[src/rtl/raster_timing_gen.sv]
module raster_timing_gen #(
  parameter int HW = 12,
  parameter int VW = 12
) (
  input  logic          clk,
  input  logic          rst_n,
  input  logic          start,
  input  logic [HW-1:0] cfg_h_active,
  input  logic [HW-1:0] cfg_h_front,
  input  logic [HW-1:0] cfg_h_sync,
  input  logic [HW-1:0] cfg_h_back,
  input  logic [VW-1:0] cfg_v_active,
  input  logic [VW-1:0] cfg_v_front,
  input  logic [VW-1:0] cfg_v_sync,
  input  logic [VW-1:0] cfg_v_back,
  input  logic          cfg_h_pol,
  input  logic          cfg_v_pol,
  input  logic          cfg_dscan,
  output logic          hsync,
  output logic          vsync,
  output logic          de,
  output logic [HW-1:0] x,
  output logic [VW-1:0] y,
  output logic          frame_start
);
  localparam int HS = HW + 2;
  localparam int VS = VW + 2;

  logic          running, rep;
  logic [HW-1:0] hcnt;
  logic [VW-1:0] vcnt;
  logic [HW-1:0] ha_r, hf_r, hs_r, hb_r;
  logic [VW-1:0] va_r, vf_r, vs_r, vb_r;
  logic          hpol_r, vpol_r, dscan_r;

  logic [HS-1:0] h_sync_beg, h_sync_end, htot;
  logic [VS-1:0] v_sync_beg, v_sync_end, vtot;
  logic          line_end, frame_end, hold_line, v_vis, h_vis, h_on, v_on, load;

  assign h_sync_beg = HS'(ha_r) + HS'(hf_r);
  assign h_sync_end = h_sync_beg + HS'(hs_r);
  assign htot       = h_sync_end + HS'(hb_r);
  assign v_sync_beg = VS'(va_r) + VS'(vf_r);
  assign v_sync_end = v_sync_beg + VS'(vs_r);
  assign vtot       = v_sync_end + VS'(vb_r);

  assign h_vis     = HS'(hcnt) < HS'(ha_r);
  assign v_vis     = VS'(vcnt) < VS'(va_r);
  assign line_end  = HS'(hcnt) == htot - HS'(1);
  assign hold_line = dscan_r && v_vis && !rep;
  assign frame_end = line_end && !hold_line && (VS'(vcnt) == vtot - VS'(1));
  assign load      = running ? frame_end : start;

  always_ff @(posedge clk or negedge rst_n) begin
    if (!rst_n) begin
      running <= 1'b0;
      rep     <= 1'b0;
      hcnt    <= '0;
      vcnt    <= '0;
    end else if (!running) begin
      if (start) begin
        running <= 1'b1;
        rep     <= 1'b0;
        hcnt    <= '0;
        vcnt    <= '0;
      end
    end else if (line_end) begin
      hcnt <= '0;
      if (hold_line) begin
        rep <= 1'b1;
      end else begin
        rep  <= 1'b0;
        vcnt <= frame_end ? '0 : vcnt + VW'(1);
      end
    end else begin
      hcnt <= hcnt + HW'(1);
    end
  end

  always_ff @(posedge clk or negedge rst_n) begin
    if (!rst_n) begin
      {ha_r, hf_r, hs_r, hb_r} <= '0;
      {va_r, vf_r, vs_r, vb_r} <= '0;
      {hpol_r, vpol_r, dscan_r} <= '0;
    end else if (load) begin
      {ha_r, hf_r, hs_r, hb_r} <= {cfg_h_active, cfg_h_front, cfg_h_sync, cfg_h_back};
      {va_r, vf_r, vs_r, vb_r} <= {cfg_v_active, cfg_v_front, cfg_v_sync, cfg_v_back};
      {hpol_r, vpol_r, dscan_r} <= {cfg_h_pol, cfg_v_pol, cfg_dscan};
    end
  end

  assign h_on = running && (HS'(hcnt) >= h_sync_beg) && (HS'(hcnt) < h_sync_end);
  assign v_on = running && (VS'(vcnt) >= v_sync_beg) && (VS'(vcnt) < v_sync_end);

  assign hsync       = h_on ~^ hpol_r;
  assign vsync       = v_on ~^ vpol_r;
  assign de          = running && h_vis && v_vis;
  assign x           = hcnt;
  assign y           = vcnt;
  assign frame_start = running && hcnt == '0 && vcnt == '0 && !rep;


  idle_home_chk: assert property (@(posedge clk) disable iff (!rst_n)
    !running |-> (x == '0 && y == '0 && !de));


  x_step_chk: assert property (@(posedge clk) disable iff (!rst_n)
    running && !line_end |=> x == $past(x) + HW'(1));


  y_hold_in_line_chk: assert property (@(posedge clk) disable iff (!rst_n)
    running && !line_end |=> $stable(y));


  de_sync_excl_chk: assert property (@(posedge clk) disable iff (!rst_n)
    de |-> hsync != hpol_r);


  fs_single_chk: assert property (@(posedge clk) disable iff (!rst_n)
    frame_start && htot > HS'(1) |=> !frame_start);


  dscan_repeat_chk: assert property (@(posedge clk) disable iff (!rst_n)
    running && line_end && hold_line |=> y == $past(y) && !frame_start);


  keep_running_chk: assert property (@(posedge clk) disable iff (!rst_n)
    running |=> running);


  cfg_hold_chk: assert property (@(posedge clk) disable iff (!rst_n)
    running && !frame_end |=> $stable(ha_r) && $stable(va_r) && $stable(hpol_r)
                              && $stable(vpol_r) && $stable(dscan_r) && $stable(htot));
endmodule

[config.mk]
export PLATFORM = sky130hd
export DESIGN_NAME = raster_timing_gen
export DESIGN_NICKNAME = d
export VERILOG_FILES = /design/src/rtl/raster_timing_gen.sv
export SDC_FILE = /design/constraint.sdc
export NUM_CORES = 1
export LEC_CHECK = 0
export ABC_AREA = 1
export BUFFER_PORTS_ARGS = -buffer_cell sky130_fd_sc_hd__buf_4
export CAP_MARGIN = 20
export CORE_MARGIN = 2
export CORE_UTILIZATION = 45
export DETAILED_ROUTE_END_ITERATION = 16
export SYNTH_ARGS = -nofsm -noshare
export SYNTH_HDL_FRONTEND = slang
export SYNTH_SLANG_ARGS = --single-unit
export TNS_END_PERCENT = 5
[constraint.sdc]
create_clock -name clk -period 6.03 [get_ports clk]
set_input_delay 1.206 -clock clk [delete_from_list [all_inputs] [get_ports clk]]
set_output_delay 1.206 -clock clk [all_outputs]
set_load 0.01 [all_outputs]
; ---- Word-level counts from Yosys, hierarchy flattened
; Index checks and enable logic that the tools add are counted.
[classes]
n_addsub = 10
multipliers = 0
div_mod_pow = 0
n_lt_le_gt_ge = 6
n_eq_ne = 4
shift = 0
muxes = 14
n_bitwise = 2
n_reduce_logical = 20
[op_table]
columns = cell, n
row1 = two-way mux 12 bit, 7
row2 = adder 13 x 12 -> 14 bit, 2
row3 = adder 14 x 12 -> 14 bit, 2
row4 = == test 12 x 14 -> 1 bit, 2
row5 = < comparator 12 x 14 -> 1 bit, 2
row6 = "subtractor 14 x 1 -> 14 bit, second input constant", 2
row7 = adder 12 x 12 -> 13 bit, 2
row8 = >= comparator 12 x 13 -> 1 bit, 2
row9 = "adder 12 x 1 -> 12 bit, second input constant", 2
row10 = logical NOT 12 bit, 2
row11 = < comparator 12 bit, 2
row12 = logical AND 1 bit, 13
row13 = two-way mux 1 bit, 7
row14 = AND reduction 3 bit, 1
row15 = logical NOT 1 bit, 2
row16 = "inequality test 2 x 1 -> 1 bit, second input constant", 1
row17 = "inequality test 2 bit, second input constant", 1
row18 = AND reduction 2 bit, 1
row19 = nonzero test 2 bit, 1
row20 = bitwise XNOR 1 bit, 2
[totals]
regBits = 125
latchBits = 0
ram_bits = 0
romBits = 0
word_cells = 71
memories = 0

; ---- Depth between registers and ports, before layout
; Gate-level depths: netlist of run 1.
[depth]
word_depth = 11
depth_mapped = 34

; ---- Least setup slack after synthesis of run 1
; Ideal clock, no wire load.
[synth_timing]
path_type = reg-to-reg
startpoint = register ha_r[0]
endpoint = register hb_r[10]
setup_ns = 0.117
arrival_ns = 4.904
path_slack_ns = 1.009
path_stages_with_launch = 33
n_path_buf = 2
synth_period_minus_slack_ns = 5.021
path_cell_list = dfrtp_1 -> ha_1 -> inv_1 -> fa_1 -> o21ai_0 -> a21oi_1 -> o21bai_1 -> xor2_1 -> inv_1 -> ha_1 -> a21o_1 -> a21boi_0 -> nand3_1 -> a21oi_1 -> o21bai_1 -> xnor2_1 -> ha_1 -> inv_1 -> ha_1 -> nand2_1 -> inv_1 -> a21oi_1 -> nand3_1 -> nand2_1 -> nand2_1 -> nor2_2 -> nand4_2 -> nor2_4 -> nand2_4 -> buf_6 -> buf_6 -> nand3_2 -> nand2_1
[synth_between]
elab_chain_cells = 8
[synth_rtl]
columns = item, line
row1 = "start, declared", 32  ; logic [HW-1:0] ha_r, hf_r, hs_r, hb_r;
row2 = "start signal, assigned", 86  ; {ha_r, hf_r, hs_r, hb_r} <= {cfg_h_active, cfg_h_front, cfg_h_sync, cfg_h_back};
row3 = adder 12 x 12 -> 13 bit, 40  ; assign h_sync_beg = HS'(ha_r) + HS'(hf_r);
row4 = adder 13 x 12 -> 14 bit, 41  ; assign h_sync_end = h_sync_beg + HS'(hs_r);
row5 = adder 14 x 12 -> 14 bit, 42  ; assign htot = h_sync_end + HS'(hb_r);
row6 = subtractor 14 x 1 -> 14 bit, 49  ; assign line_end = HS'(hcnt) == htot - HS'(1);
row7 = == test 12 x 14 -> 1 bit, 49
row8 = logical AND 1 bit (2 in series), 51  ; assign frame_end = line_end && !hold_line && (VS'(vcnt) == vtot - VS'(1));
row9 = two-way mux 1 bit, 52  ; assign load = running ? frame_end : start;
row10 = "end signal, assigned", 86
row11 = "end, declared", 32
; Every way passes these cells.
; A chain may end at the register's enable or synchronous reset.

; ---- Worst setup path after layout of run 1
[layout_timing]
startpoint = register va_r[0]
endpoint = output port vsync
[layout_between]
elab_chain_cells = 5
[layout_rtl]
columns = item, line
row1 = "start, declared", 33  ; logic [VW-1:0] va_r, vf_r, vs_r, vb_r;
row2 = "start signal, assigned", 87  ; {va_r, vf_r, vs_r, vb_r} <= {cfg_v_active, cfg_v_front, cfg_v_sync, cfg_v_back};
row3 = adder 12 x 12 -> 13 bit (*), 43  ; assign v_sync_beg = VS'(va_r) + VS'(vf_r);
row4 = adder 13 x 12 -> 14 bit or >= comparator 12 x 13 -> 1 bit (tied branches), "44, 93"
row5 = < comparator 12 x 14 -> 1 bit or logical AND 1 bit (tied branches), 93  ; assign v_on = running && (VS'(vcnt) >= v_sync_beg) && (VS'(vcnt) < v_sync_end);
row6 = logical AND 1 bit (*), 93
row7 = bitwise XNOR 1 bit (*), 96  ; assign vsync = v_on ~^ vpol_r;
row8 = "end, declared", 20  ; output logic vsync,
; Every way passes the cells marked *; elsewhere a longest branch is shown, timed or not.

==> impl_metrics.csv, run 1 <==
group,metric,value,unit
sta,setup_viol_count_final,0,
detailed_routing,viasPerCell,5.21,
cells_and_area,diodes,0,
clock_tree,insertion_delay,0.43,ns
setup_path,path_class,"reg -> out",
yosys,synthesis.area,11600,um^2
sta,period_share,96.2,%
setup_path,cp_common_cell,"nand2_1",
min_path,hold_path.class,"reg -> reg",
power,finalPower,7.31,mW
sta,relSlewSlack,29.1,%
setup_path,rr_endpoint,"ha_r[9]",
yosys,ys_warn_count,0,
yosys,synthSimpleGateAreaFrac,29.8,%
cells_and_area,post-route-util,54.2,%
detailed_routing,antenna_left,0,
yosys,synthCells,1628,
clock_tree,cts_tree,"done",
setup_path,endpoint_kind,"output pin",
cells_and_area,nFillCells,2523,
cells_and_area,layout.cells.non_filler,2097,
place,dp_hpwl,25600,um
min_path,min-delay-start,"hb_r[8]",
min_path,holdPathEnd,"hb_r[8]",
cells_and_area,most-common-layout-cells,"nand2_1, nand3_1, inv_1, ha_1, buf_4",
sta,fin_crit,5.80,ns
setup_path,arrival,4.60,ns
detailed_routing,dr.pass1.iters,6,
min_path,hold_depth,2,
floorplan,core,25300,um^2
floorplan,design.die.area,27200,um^2
place,place_inst,2053,
sta,drv_slew,0,
yosys,synthDistinctLibCells,41,
setup_path,start_kind,"register",
floorplan,chipWidth,165,um
cells_and_area,syn_to_final_growth,17.9,%
cells_and_area,layout_commonest_cell,"nand2_1",
place,gp_congestion,0.904,
clock_tree,cts_root_buf,"clkbuf_16",
global_routing,first_global_vias,10261,
cells_and_area,drive_above_1_share,13.4,%
sta,finalSetupTns,0,ns
global_routing,grt-ovfl-total,0,
clock_tree,h-tree-depth,4,
yosys,yosysSeqAreaShare,26.9,%
detailed_routing,drc,0,
yosys,synth.avg_cell_area,7.15,um^2
floorplan,start_util,46.0,%
sta,max_slew.worst_pin.slew,1.06,ns
global_routing,antenna_found_initial,0,
global_routing,grt_use_total,24.8,%
sta,rsz0062_at_grt,"true",
floorplan,io_pins,130,
setup_path,cp_top_family,"adder cells",
global_routing,grt_pass1_wl,52800,um
power,ir_worst_vdd,0.000367,V
detailed_routing,drtIter0Drc,623,
place,numPortBuffers,129,
yosys,syn_nets,1904,
sta,finalHoldViolCount,0,
setup_path,r2r_slack,0.40,ns
clock_tree,clockBufferDepth,2,
setup_path,cp.depth,25,
clock_tree,path_clk_slew,0.07,ns
yosys,ys_ff_latch,125,
detailed_routing,wl_per_cell,15.9,um
setup_path,worst-path-max-fanout,4,
setup_path,r2r-start,"ha_r[0]",
sta,skew,0.0137,ns
clock_tree,hold_buffers,0,
flow_run,maxCapViolCount,0,
clock_tree,clkSinkCount,125,
setup_path,critPathMaxStageDelay,0.40,ns
yosys,synth_top_family_by_area,"simple AND/OR/NAND/NOR gates",
setup_path,cp.required,4.82,ns
global_routing,grt_max_degree,89,
yosys,synth_fa_ha_area_share,19.1,%
setup_path,critPathLaunch,"va_r[0]",
yosys,synth_compound_gate_area_share,8.15,%
setup_path,cp.buffers_inverters,1,
detailed_routing,num_vias,10920,
floorplan,die_y,165,um
setup_path,ff2ff_path_depth,33,
floorplan,rows,58,
status,outcome,"complete, no violations",
yosys,synth_xor_xnor_area_share,5.87,%
power,leakagePower,7.60,nW
sta,fmax,172,MHz
yosys,synth_mux_area_share,0,%
detailed_routing,drt-total-wl,33200,um
clock_tree,cts-buffers-inserted,17,
power,power_density,532,nW/um^2
cells_and_area,nets,2030,
setup_path,critPathSlowestCell,"dfrtp_1",
[logic make-up (layout without fill, tap and decap cells)]
logic type               Yosys count  after routing
AND/OR/NAND/NOR                  782            782
flip-flops                       125            125
adder cells (fa/ha/maj)          174            174
buffers and inverters            301            440
XOR/XNOR                          78             78
AO/OA/AOI/OAI                    168            168
[report_power, final]
part / leakage (nW) / switching, mW / total [mW] / internal, mW
Clock: 0.276 / 0.443 / 1.06 / 0.618
Sequential: 1.59 / 0.201 / 1.16 / 0.957
Combinational: 5.73 / 3.11 / 5.09 / 1.98
[state kept, by name, summed over array words and instances, names as in the netlist, 12 cells and up]
register	count
vb_r	12
x	12
hs_r	12
ha_r	12
vs_r	12
y	12
hb_r	12
hf_r	12
vf_r	12
va_r	12
[per-stage QoR]
stage / hold slack [ns] / cell area [um^2] / setup slack, ns
finish: 0.508 / 13700 / 0.227
global route: 0.540 / 13700 / -0.120
CTS: 0.515 / 13600 / 0.0675
detailed placement: 0.494 / 13000 / 0.0901
global placement: 0.491 / 13000 / 0.120
floorplan: 0.476 / 11600 / 1.01
[synth_stat cells]
cell type,n,share of area [%]
buf_4,3,0.19
o2111ai_1,2,0.15
o221ai_1,1,0.075
o211ai_1,4,0.26
o311ai_0,1,0.075
nand3b_1,4,0.26
inv_1,243,7.8
nand4_1,21,1.1
clkbuf_2,2,0.086
buf_2,23,0.99
nor2_4,2,0.19
o21a_1,3,0.19
or2_2,1,0.054
nand2_4,1,0.097
a21boi_0,5,0.32
o21ai_0,34,1.5
clkbuf_1,19,0.61
nor2_2,4,0.21
nand2_2,4,0.21
fa_1,6,1.0
ha_1,168,18
nor3_1,15,0.64
a21oi_2,2,0.15
inv_2,9,0.29
dfrtp_1,125,27
nand4_2,1,0.11
o22ai_1,9,0.48
nand3_1,259,11
xor2_1,51,3.8
a21o_1,3,0.19
xnor2_1,27,2.0
nand2_1,381,12
nor2_1,74,2.4
o21bai_1,9,0.58
a211oi_1,2,0.13
nand3_2,10,0.86
nor4_1,3,0.16
and3_1,2,0.11
a21oi_1,86,3.7
a31oi_1,7,0.38
buf_6,2,0.19
[worst max-delay path by stage]
stage / endpoint
final: vsync
after global routing: hsync
after CTS: hsync
after detailed placement: hs_r[10]
after global placement: vb_r[10]
after floorplan: hb_r[10]
[per-layer routing]
| layer | vias up | global-route usage, % | wire, um |
|---|---|---|---|
| met5 | - | 0 | 0 |
| met3 | 43 | 3.64 | 1190 |
| met4 | 0 | 8.02 | 765 |
| li1 | 5590 | - | - |
| met1 | 5067 | 31.7 | 14900 |
| met2 | 220 | 43.0 | 16400 |
[layout make-up]
class	count	area, um^2	area share, %
inverter	252	947	6.90
clock inverter	14	159	1.16
tap	330	413	3.01
timing repair buffer	156	1230	8.95
sequential	125	3130	22.8
multi-input combinational	1202	7420	54.1
clock buffer	18	429	3.13
[worst register-to-register path, delay by kind of cell (launching register included)]
kind            cells  cell delay [ns]
simple gates       14             1.67
flops               1             0.37
compound gates      6             0.95
xor+xnor            2             0.35
buf+inv             6             0.72
fa+ha+maj           5             1.47
[what timing repair did]
| item | in CTS | in global routing |
|---|---|---|
| buffers inserted | 1 | 11 |
| endpoints found under the setup margin | 1 | 88 |
| pin swaps | 2 | 17 |
| gates resized for setup | 3 | 24 |
Power figures use the tool's default switching activity.
==> run 2, diff against run 1 <==
PLACE_DENSITY = 0.66   (was unset)
clock period = 5.05 ns   (was 6.03 ns; I/O delays follow)
==> run 2 against run 1 <==
Against the previous run:
- the run now ends with negative setup slack left
- sequential power up 20%
- routed wire length increased by 8.0%
- register-to-register slack got worse by 0.73 ns
- first-iteration DRC count shrank 0.32%
- non-clock buffer count grew 126
- critical path type unchanged
- critical endpoint is now hsync
- highest routed layer is now met5
==> impl_metrics.csv, run 2 (synthesis gave the netlist of run 1 again) <==
group,metric,value,unit
flow_run,maxCapViolCount,0,
clock_tree,path_clk_slew,0.07,ns
sta,max_slew.worst_pin.slew,0.909,ns
setup_path,worst-path-max-fanout,3,
clock_tree,cts-buffers-inserted,17,
cells_and_area,diodes,0,
sta,fin_crit,5.53,ns
detailed_routing,drt-total-wl,35900,um
floorplan,core,25300,um^2
setup_path,rr_endpoint,"hs_r[8]",
cells_and_area,syn_to_final_growth,32.1,%
global_routing,grt-ovfl-total,0,
sta,setup_viol_count_final,125,
global_routing,grt_util_met2,47.2,%
place,post-place-ws,-0.522,ns
min_path,holdPathEnd,"vb_r[5]",
min_path,min-delay-start,"vb_r[5]",
detailed_routing,viasPerCell,5.31,
power,power_density,654,nW/um^2
floorplan,design.die.area,27200,um^2
clock_tree,insertion_delay,0.44,ns
power,leakagePower,8.41,nW
sta,drv_slew,0,
setup_path,cp.required,4.04,ns
setup_path,cp_common_cell,"nand2_1",
place,dp_hpwl,26300,um
setup_path,arrival,4.52,ns
global_routing,grt-busiest-layer,"met2",
global_routing,first_global_vias,11284,
place,place_area,13800,um^2
clock_tree,cts_tree,"done",
floorplan,chipWidth,165,um
global_routing,antenna_found_initial,1,
min_path,hold_path.class,"reg -> reg",
sta,period_share,109,%
power,finalPower,10.1,mW
cells_and_area,nets,2156,
sta,skew,0.0156,ns
floorplan,io_pins,130,
setup_path,path_class,"reg -> out",
detailed_routing,wl_per_cell,16.1,um
power,ir_worst_vdd,0.000479,V
clock_tree,clkSinkCount,125,
sta,relSlewSlack,39.4,%
sta,fin_ws,-0.480,ns
setup_path,cp.buffers_inverters,4,
floorplan,rows,58,
setup_path,endpoint_kind,"output pin",
cells_and_area,finish.instance_area,15400,um^2
clock_tree,clockBufferDepth,2,
cells_and_area,layout_commonest_cell,"nand2_1",
global_routing,met1_usage,33.0,%
setup_path,critPathSlowestCell,"dfrtp_1",
sta,fmax,181,MHz
detailed_routing,num_vias,11803,
cells_and_area,drive_above_1_share,23.8,%
setup_path,ff2ff_path_depth,34,
detailed_routing,drc,0,
clock_tree,h-tree-depth,4,
global_routing,grt_pass1_wl,56500,um
detailed_routing,antenna_left,0,
global_routing,globalRouteMet3Util,4.02,%
global_routing,grt_max_degree,86,
floorplan,start_util,46.0,%
setup_path,r2r-start,"hf_r[0]",
cells_and_area,most-common-layout-cells,"nand2_1, buf_4, inv_1, nand3_1, ha_1",
place,numPortBuffers,129,
sta,rsz0062_at_grt,"true",
status,outcome,"complete, but fails checks",
setup_path,r2r_slack,-0.33,ns
status,violations,"negative setup slack",
setup_path,start_kind,"register",
setup_path,cp_top_family,"compound AO/OA/AOI/OAI gates",
clock_tree,cts_root_buf,"clkbuf_16",
detailed_routing,dr.pass1.iters,6,
clock_tree,hold_buffers,0,
sta,whs,0.507,ns
min_path,hold_depth,2,
floorplan,die_y,165,um
setup_path,critPathMaxStageDelay,0.38,ns
sta,finalSetupTns,-29.93,ns
place,gp_congestion,0.933,
detailed_routing,drtIter0Drc,621,
cells_and_area,nFillCells,2263,
global_routing,grt_use_total,26.7,%
sta,finalHoldViolCount,0,
run 2: metrics by stage:
stage	util, %	std cells
2_1_floorplan	-	1628
3_3_place_gp	54.6	2160
3_5_place_dp	54.6	2160
4_1_cts	59.3	2216
5_1_grt	60.7	2223
6_report	60.7	2223
run 2: worst max path at each step:
stage               endpoint    start  cells past startpoint
floorplan           hb_r[10]  ha_r[0]                     32
detailed placement   va_r[8]  hf_r[0]                     31
global route           hsync  hf_r[0]                     25
finish                 hsync  hf_r[0]                     25
CTS                    hsync  hf_r[0]                     25
global placement     va_r[7]  hf_r[0]                     31
run 2: what timing repair did:
item / in CTS / in global routing
setup buffers: 18 / 9
hold endpoints to repair: 0 / 0
setup endpoints to repair: 126 / 126
pin swaps: 48 / 36
cloned: 7 / 1
resized for setup: 74 / 70
run 2: cell type report:
type	count	area, um^2	area share (%)
multi-input cells	1202	7880	51.2
flip-flops and latches	125	3130	20.3
repair buffers	282	2440	15.9
inverters	252	947	6.16
clock buffers	19	443	2.88
well taps	330	413	2.68
clock inverters	13	131	0.854
run 2: report_power, final:
group	total (mW)	internal (mW)	switching [mW]
combinational	7.43	3.17	4.26
sequential	1.39	1.14	0.246
clock	1.24	0.704	0.541
total	10.1	5.02	5.05
run 2: routing by layer:
metal  part of all wire [%]  wire [um]
met1                     42      15300
met2                     49      17700
met3                    5.0       1800
met5                  0.025          9
met4                    3.1       1110
run 2: worst min-delay path, cell delays in order, from the launching register on:
cell and delay [ns]:
dfrtp_1 0.34, nand3_1 0.07, nand2_1 0.06
==> run 3, diff against run 2 <==
BUFFER_PORTS_ARGS = -buffer_cell sky130_fd_sc_hd__buf_2   (was -buffer_cell sky130_fd_sc_hd__buf_4)
==> run 3 against run 2 <==
Against the previous run:
- the flow still finishes with violations (negative setup slack)
- utilization up 1.7 points
- via count up 2.3%
- power up 8.1%
- final cell count increased by 1.1%
- register-to-register slack better by 0.10 ns
- first-iteration DRC count rose by 28%
- flip-flop and latch count unchanged
- clock skew grew 0.0025 ns
- hold slack worse by 0.0014 ns
- critical endpoint unchanged
- largest power group unchanged
==> impl_metrics.csv, run 3 (synthesis gave the netlist of run 1 again) <==
group,metric,value,unit
sta,finalHoldViolCount,0,
floorplan,core,25300,um^2
cells_and_area,nFillCells,2180,
cells_and_area,layout_commonest_cell,"nand2_1",
floorplan,start_util,46.0,%
floorplan,chipWidth,165,um
setup_path,endpoint_kind,"output pin",
sta,whs,0.506,ns
sta,setup_viol_count_final,114,
setup_path,cp.required,4.04,ns
setup_path,path_class,"reg -> out",
sta,drv_slew,0,
sta,fin_ws,-0.422,ns
place,numPortBuffers,129,
clock_tree,clockBufferDepth,2,
global_routing,grt_use_total,26.9,%
setup_path,arrival,4.46,ns
sta,fin_crit,5.47,ns
place,gp_congestion,0.951,
status,violations,"negative setup slack",
place,place_area,13600,um^2
min_path,holdPathEnd,"hb_r[0]",
detailed_routing,drt-total-wl,38200,um
clock_tree,insertion_delay,0.44,ns
min_path,hold_depth,2,
setup_path,ff2ff_path_depth,33,
min_path,min-delay-start,"hb_r[0]",
global_routing,grt_max_degree,83,
cells_and_area,syn_to_final_growth,35.9,%
clock_tree,cts_tree,"done",
setup_path,worst-path-max-fanout,3,
sta,skew,0.0180,ns
detailed_routing,viasPerCell,5.37,
setup_path,rr_endpoint,"vf_r[9]",
flow_run,maxCapViolCount,0,
sta,fmax,183,MHz
setup_path,r2r_slack,-0.23,ns
floorplan,die_y,165,um
setup_path,r2r-start,"va_r[0]",
place,dp_hpwl,26300,um
clock_tree,cts_root_buf,"clkbuf_16",
cells_and_area,nets,2180,
detailed_routing,drtIter0Drc,794,
cells_and_area,most-common-layout-cells,"nand2_1, nand3_1, inv_1, ha_1, buf_4",
global_routing,first_global_vias,11644,
global_routing,grt-ovfl-total,0,
clock_tree,path_clk_slew,0.06,ns
detailed_routing,dr.pass1.iters,5,
global_routing,grt_pass1_wl,57200,um
sta,relSlewSlack,35.8,%
sta,period_share,108,%
power,leakagePower,8.51,nW
clock_tree,clkSinkCount,125,
cells_and_area,drive_above_1_share,27.2,%
status,outcome,"complete, but fails checks",
detailed_routing,wl_per_cell,17.0,um
detailed_routing,drc,0,
power,power_density,688,nW/um^2
global_routing,antenna_found_initial,0,
cells_and_area,diodes,0,
floorplan,io_pins,130,
floorplan,design.die.area,27200,um^2
power,ir_worst_vdd,0.000561,V
clock_tree,h-tree-depth,4,
clock_tree,cts-buffers-inserted,17,
sta,max_slew.worst_pin.slew,0.963,ns
detailed_routing,antenna_left,0,
place,post-place-ws,-0.478,ns
min_path,hold_path.class,"reg -> reg",
cells_and_area,finish.instance_area,15800,um^2
detailed_routing,num_vias,12069,
sta,rsz0062_at_grt,"true",
setup_path,start_kind,"register",
floorplan,rows,58,
## run 3: changes by cell type in the layout (fill, tap and decap cells not counted), moves of 9 or more
cell and change:
ha_1 -13, buf_4 -115, inv_1 -9, ha_4 +16
buf_2 +127
## run 3: what timing repair did
action                                  CTS  global route
pin swaps                                34            92
hold buffers                              0             0
endpoints found under the setup margin  126           126
buffers inserted                         12            18
cloned                                    7             8
resized for setup                        63           153
## run 3: metrics by stage
stage          cells  utilization, %  setup TNS, ns  total power [mW]
2_1_floorplan   1628               -              0              5.95
3_3_place_gp    2172            53.6         -48.18              7.75
3_5_place_dp    2172            53.6         -49.79              7.92
4_1_cts         2223            58.4         -25.45              9.61
5_1_grt         2247            62.5         -57.58              11.9
6_report        2247            62.5         -21.09              10.9
## run 3: routing by layer
layer  vias up  track usage, %  wire length, um
li1       5914               -                -
met1      5678            33.3            15900
met2       377            46.3            18600
met3       100            3.82             2080
met4         0            12.6             1690
met5         -               0                0
## run 3: critical path, stage by stage, from the launching register on
cell and delay [ns]:
dfrtp_1 0.40, ha_4 0.16, inv_2 0.04, fa_2 0.35, o21ai_2 0.22, buf_4 0.15
nand2_2 0.03, o211ai_1 0.12, xor2_1 0.28, ha_1 0.32, a21oi_1 0.14, a21boi_2 0.19
nand3_2 0.10, a21oi_2 0.13, o21bai_1 0.10, xnor2_1 0.22, ha_1 0.29, nand2_1 0.08
inv_1 0.04, o21ai_1 0.12, nand2_1 0.07, nor2_2 0.10, nand3_1 0.09, nand2_1 0.08
nand2_2 0.07, buf_6 0.12
## run 3: report_power, final
group          internal, mW  total [mW]  switching [mW]
Sequential             1.14        1.39           0.246
Combinational          3.49        8.18            4.68
Clock                 0.759        1.31           0.554
Total                  5.39        10.9            5.48
## run 3: worst max path at each step
stage | startpoint | end | depth (start not counted)
after floorplan | ha_r[0] | hb_r[10] | 32
after global placement | hf_r[0] | vf_r[10] | 33
after detailed placement | ha_r[0] | hpol_r | 32
after CTS | vf_r[0] | vsync | 27
after global routing | ha_r[0] | hsync | 25
final | ha_r[0] | hsync | 25
## run 3: area by class of cell
class	instances	area (um^2)	share of cell area, %
repair buffers	305	2430	15.4
clock inverters	14	170	1.08
multi-input cells	1203	8280	52.4
inverters	252	955	6.03
clock buffers	18	439	2.78
flip-flops and latches	125	3130	19.8
well taps	330	413	2.61
